### src/rtl/idec_pkg.sv
package idec_pkg;
  localparam int WORD_W  = 16;
  localparam int SEL_W   = 3;
  localparam int DST_W   = 3;
  localparam int IMM_W   = 8;
  localparam int IMM_LSB = 0;
  localparam int STEP_BIT = IMM_LSB + IMM_W;
  localparam int WR_BIT   = STEP_BIT + 1;
  localparam int DST_LSB  = WR_BIT + 1;
  localparam int SRC_LSB  = DST_LSB + DST_W;

  typedef struct packed {
    logic [SEL_W-1:0] src;
    logic [DST_W-1:0] dst;
    logic             wr;
    logic             step;
    logic [IMM_W-1:0] imm;
  } instr_fields_t;
endpackage

### src/rtl/idec_word_pick.sv
module idec_word_pick #(
  parameter int WIDTH = 16
) (
  input  logic [WIDTH-1:0] primary,
  input  logic [WIDTH-1:0] alternate,
  input  logic             pick_alt,
  output logic [WIDTH-1:0] chosen
);
  always_comb chosen = pick_alt ? alternate : primary;
endmodule

### src/rtl/idec_field_split.sv
module idec_field_split
  import idec_pkg::*;
(
  input  logic [WORD_W-1:0] word,
  output instr_fields_t     fields
);
  always_comb begin
    fields.src  = word[SRC_LSB +: SEL_W];
    fields.dst  = word[DST_LSB +: DST_W];
    fields.wr   = word[WR_BIT];
    fields.step = word[STEP_BIT];
    fields.imm  = word[IMM_LSB +: IMM_W];
  end
endmodule

### src/rtl/idec_dest_decode.sv
module idec_dest_decode #(
  parameter int CODE_W = 3,
  parameter int NUM_GP = 4
) (
  input  logic [CODE_W-1:0] code,
  output logic [NUM_GP-1:0] gp_hit,
  output logic              pc_hit
);
  localparam logic [CODE_W-1:0] PC_CODE = CODE_W'(NUM_GP);

  for (genvar g = 0; g < NUM_GP; g++) begin : g_reg
    localparam logic [CODE_W-1:0] MY_CODE = CODE_W'(g);
    assign gp_hit[g] = (code == MY_CODE);
  end

  assign pc_hit = (code == PC_CODE);
endmodule

### src/rtl/idec_side_gate.sv
module idec_side_gate #(
  parameter int NUM_GP = 4
) (
  input  logic              mute,
  input  logic [NUM_GP-1:0] gp_in,
  input  logic              pc_in,
  input  logic              wr_in,
  input  logic              step_in,
  output logic [NUM_GP-1:0] gp_out,
  output logic              pc_out,
  output logic              wr_out,
  output logic              step_out
);
  always_comb begin
    gp_out   = mute ? '0 : gp_in;
    pc_out   = pc_in   & ~mute;
    wr_out   = wr_in   & ~mute;
    step_out = step_in & ~mute;
  end
endmodule

### src/rtl/micro_decoder.sv
module micro_decoder
  import idec_pkg::*;
#(
  parameter int NUM_GP = 4
) (
  input  logic [WORD_W-1:0] fetch_word,
  input  logic [WORD_W-1:0] scan_word,
  input  logic              scan_sel,
  input  logic              suppress,
  output logic [SEL_W-1:0]  data_sel,
  output logic [NUM_GP-1:0] gp_load,
  output logic              pc_load,
  output logic              mem_wr,
  output logic              pc_step,
  output logic [IMM_W-1:0]  imm_data
);
  localparam int DEST_SLOTS = NUM_GP + 1;

  logic [WORD_W-1:0] active_word;
  instr_fields_t     f;
  logic [NUM_GP-1:0] raw_gp;
  logic              raw_pc;

  initial begin
    if (DEST_SLOTS > (1 << DST_W)) $error("destination code field too narrow");
  end

  idec_word_pick #(.WIDTH(WORD_W)) u_pick (
    .primary(fetch_word), .alternate(scan_word), .pick_alt(scan_sel),
    .chosen(active_word));

  idec_field_split u_split (.word(active_word), .fields(f));

  idec_dest_decode #(.CODE_W(DST_W), .NUM_GP(NUM_GP)) u_dest (
    .code(f.dst), .gp_hit(raw_gp), .pc_hit(raw_pc));

  idec_side_gate #(.NUM_GP(NUM_GP)) u_gate (
    .mute(suppress), .gp_in(raw_gp), .pc_in(raw_pc), .wr_in(f.wr),
    .step_in(f.step), .gp_out(gp_load), .pc_out(pc_load),
    .wr_out(mem_wr), .step_out(pc_step));

  assign data_sel = f.src;
  assign imm_data = f.imm;

  always_comb begin
    AST_ONE_LOAD_MAX: assert ($countones({gp_load, pc_load}) <= 1);
    AST_MUTE_CLEARS: assert (!suppress || ({gp_load, pc_load, mem_wr, pc_step} == '0));
    AST_PC_LOAD_CODE: assert (!pc_load || (f.dst == DST_W'(NUM_GP)));
    AST_HIGH_CODE_IDLE: assert ((int'(f.dst) <= NUM_GP) || ({gp_load, pc_load} == '0));
    AST_GP_MATCH_CODE: assert (!(|gp_load) || (gp_load == (NUM_GP'(1) << f.dst)));
  end
endmodule

### config.mk
export PLATFORM = sky130hd
export DESIGN_NAME = micro_decoder
export DESIGN_NICKNAME = d
export VERILOG_FILES = /design/src/rtl/idec_pkg.sv /design/src/rtl/idec_word_pick.sv /design/src/rtl/idec_field_split.sv /design/src/rtl/idec_dest_decode.sv /design/src/rtl/idec_side_gate.sv /design/src/rtl/micro_decoder.sv
export SDC_FILE = /design/constraint.sdc
export NUM_CORES = 1
export LEC_CHECK = 0
export BUFFER_PORTS_ARGS = -buffer_cell sky130_fd_sc_hd__buf_2
export CORE_AREA = 2 2 39 41
export DETAILED_ROUTE_END_ITERATION = 7
export DIE_AREA = 0 0 41 43
export PLACE_DENSITY = 0.79
export SLEW_MARGIN = 20
export SYNTH_ARGS = -nofsm -noshare
export SYNTH_HDL_FRONTEND = slang
export SYNTH_SLANG_ARGS = --single-unit
export TNS_END_PERCENT = 30
### constraint.sdc
create_clock -name vclk -period 2
set_input_delay 0.1 -clock vclk [all_inputs]
set_output_delay 0.1 -clock vclk [all_outputs]
set_load 0.05 [all_outputs]
==> impl_metrics.json <==
{
  "powerDensity_nw_per_um2": 332,
  "core_sq_um": 1380,
  "synth_cells": 31,
  "die-area_sq_um": 1760,
  "drive_gt1_frac": 0.827,
  "nets": 117,
  "antenna_left": 0,
  "fin_cells": 97,
  "antenna_found_initial": 0,
  "ys_seq_area_frac": 0,
  "nFlopsAndLatches": 0,
  "slew_viol_final": 0,
  "syn_area_sq_um": 293,
  "arrival_ps": 1490,
  "drtIter0Drc": 2,
  "cpMaxStageDelayCell": "or3b_2",
  "crit_chain": "buf_2, or3b_2, a211oi_1, buf_2",
  "final_common_cell": "buf_2",
  "grt_usage": 0.0909,
  "holdWs_ps": 604,
  "total_power_mw": 0.185,
  "crit_top_cell": "buf_2",
  "cts_resized": 0,
  "synth_cell_types": 14,
  "yosys_warnings": 0,
  "worst_pin_slew_ps": 418,
  "post-route-util": 0.402,
  "seqCellArea_sq_um": 0,
  "nFillCells": 139,
  "mostFrequentLayoutCells": "buf_2 (52), mux2_2 (13), a211oi_1 (3), mux2i_1 (3), nor2_1 (2)",
  "start_util": 0.212,
  "p_leak_nw": 0.307,
  "period_minus_slack_ps": 1590,
  "ios": 52,
  "postLayoutSetupSlackWorst_ps": 411,
  "avgSynthCellArea_sq_um": 9.44,
  "slew_headroom": 0.721,
  "worstPathMaxFanout": 22,
  "grt_max_degree": 23,
  "cp.required_ps": 1900,
  "multi_input_area_sq_um": 277,
  "final_cell_area_sq_um": 557,
  "max_freq_mhz": 629,
  "drt-total-wl_um": 949,
  "die_y_um": 43,
  "detail_route.vias_per_cell": 4.58,
  "n_clock_buffer": 0,
  "grt_pass1_wl_um": 1210,
  "synth_top_area_cell": "mux2_2",
  "rsz0062_at_grt": "no",
  "vdd_drop_max_mv": 0.216,
  "rows": 14,
  "post-dp-hpwl_um": 837,
  "postPlaceCellArea_sq_um": 557,
  "grt_pass1_vias": 350,
  "dr.pass1.iters": 3,
  "num_antenna_cells": 0,
  "place_ws_ps": 400,
  "period_share": 0.794,
  "route.detailed.drc": 0,
  "hold_depth": 3,
  "start_kind": "input pin",
  "grt_overflow": 0,
  "fin_tns_setup_ps": 0,
  "wl_per_cell_um": 9.78,
  "worstSetupPathType": "input pin to primary output",
  "dr_total_vias": 444,
  "dp.cells": 97,
  "io_buffers": 52,
  "synth_area_leaders": "mux2_2 (50%), mux2i_1 (10%), a211oi_1 (7.7%)",
  "synth_nets": 65,
  "hold_path_class": "input pin to primary output",
  "drv_cap": 0,
  "area_delta_synth_final_pct": 90.2,
  "finalSetupViolCount": 0,
  "gp_congestion": 0.646,
  "synth.top_cell.area_share": 0.500,
  "finalHoldViolCount": 0,
  "status": "finished, final reports clean",
  "die_w_um": 41,
  "cpPeakStageDelay_ps": 500,
  "post_cts_buffers": 0,
  "end_kind": "primary output",
  "cts_hold_buf": 0
}
critical path: cells and delay by family:
family,cells,cell delay (ps)
buf+inv,2,650
simple gates,1,500
compound gates,1,230
synth_stat cells:
cell type,count
mux2_2,13
or4bb_1,1
nand3b_1,1
a21boi_1,1
buf_6,1
a211oi_1,3
mux2i_1,3
a21oi_1,1
or3b_2,1
or3b_1,1
buf_2,1
or4b_1,1
nor2_1,2
or3_4,1
report_power, final:
part / internal (mW) / leakage (nW) / switching, mW
clock network: 0 / 0 / 0
registers: 0 / 0 / 0
logic: 0.0659 / 0.307 / 0.119
cells by family after synthesis:
logic type	after synthesis	synth area share
AOI/OAI and AO/OA	5	0.120
muxes	16	0.603
buffers and inverters	2	0.0555
and+or+nand+nor	8	0.222
per-layer routing:
layer | track usage | vias to the layer above | wire length (um)
li1 | - | 225 | -
met1 | 0.108 | 188 | 355
met2 | 0.175 | 31 | 419
met3 | 0.00524 | 0 | 175
met4 | 0 | 0 | 0
met5 | 0 | - | 0
final timing paths:
check     start         end  slack [ps]
max    scan_sel  gp_load[0]         410
min    suppress      mem_wr         600
area by class of cell:
| class | instances | share of cell area |
|---|---|---|
| multi-input combinational | 29 | 0.497 |
| tap | 16 | 0.0360 |
| timing repair buffer | 52 | 0.467 |
Note: power is estimated with default switching activity, not from simulation.
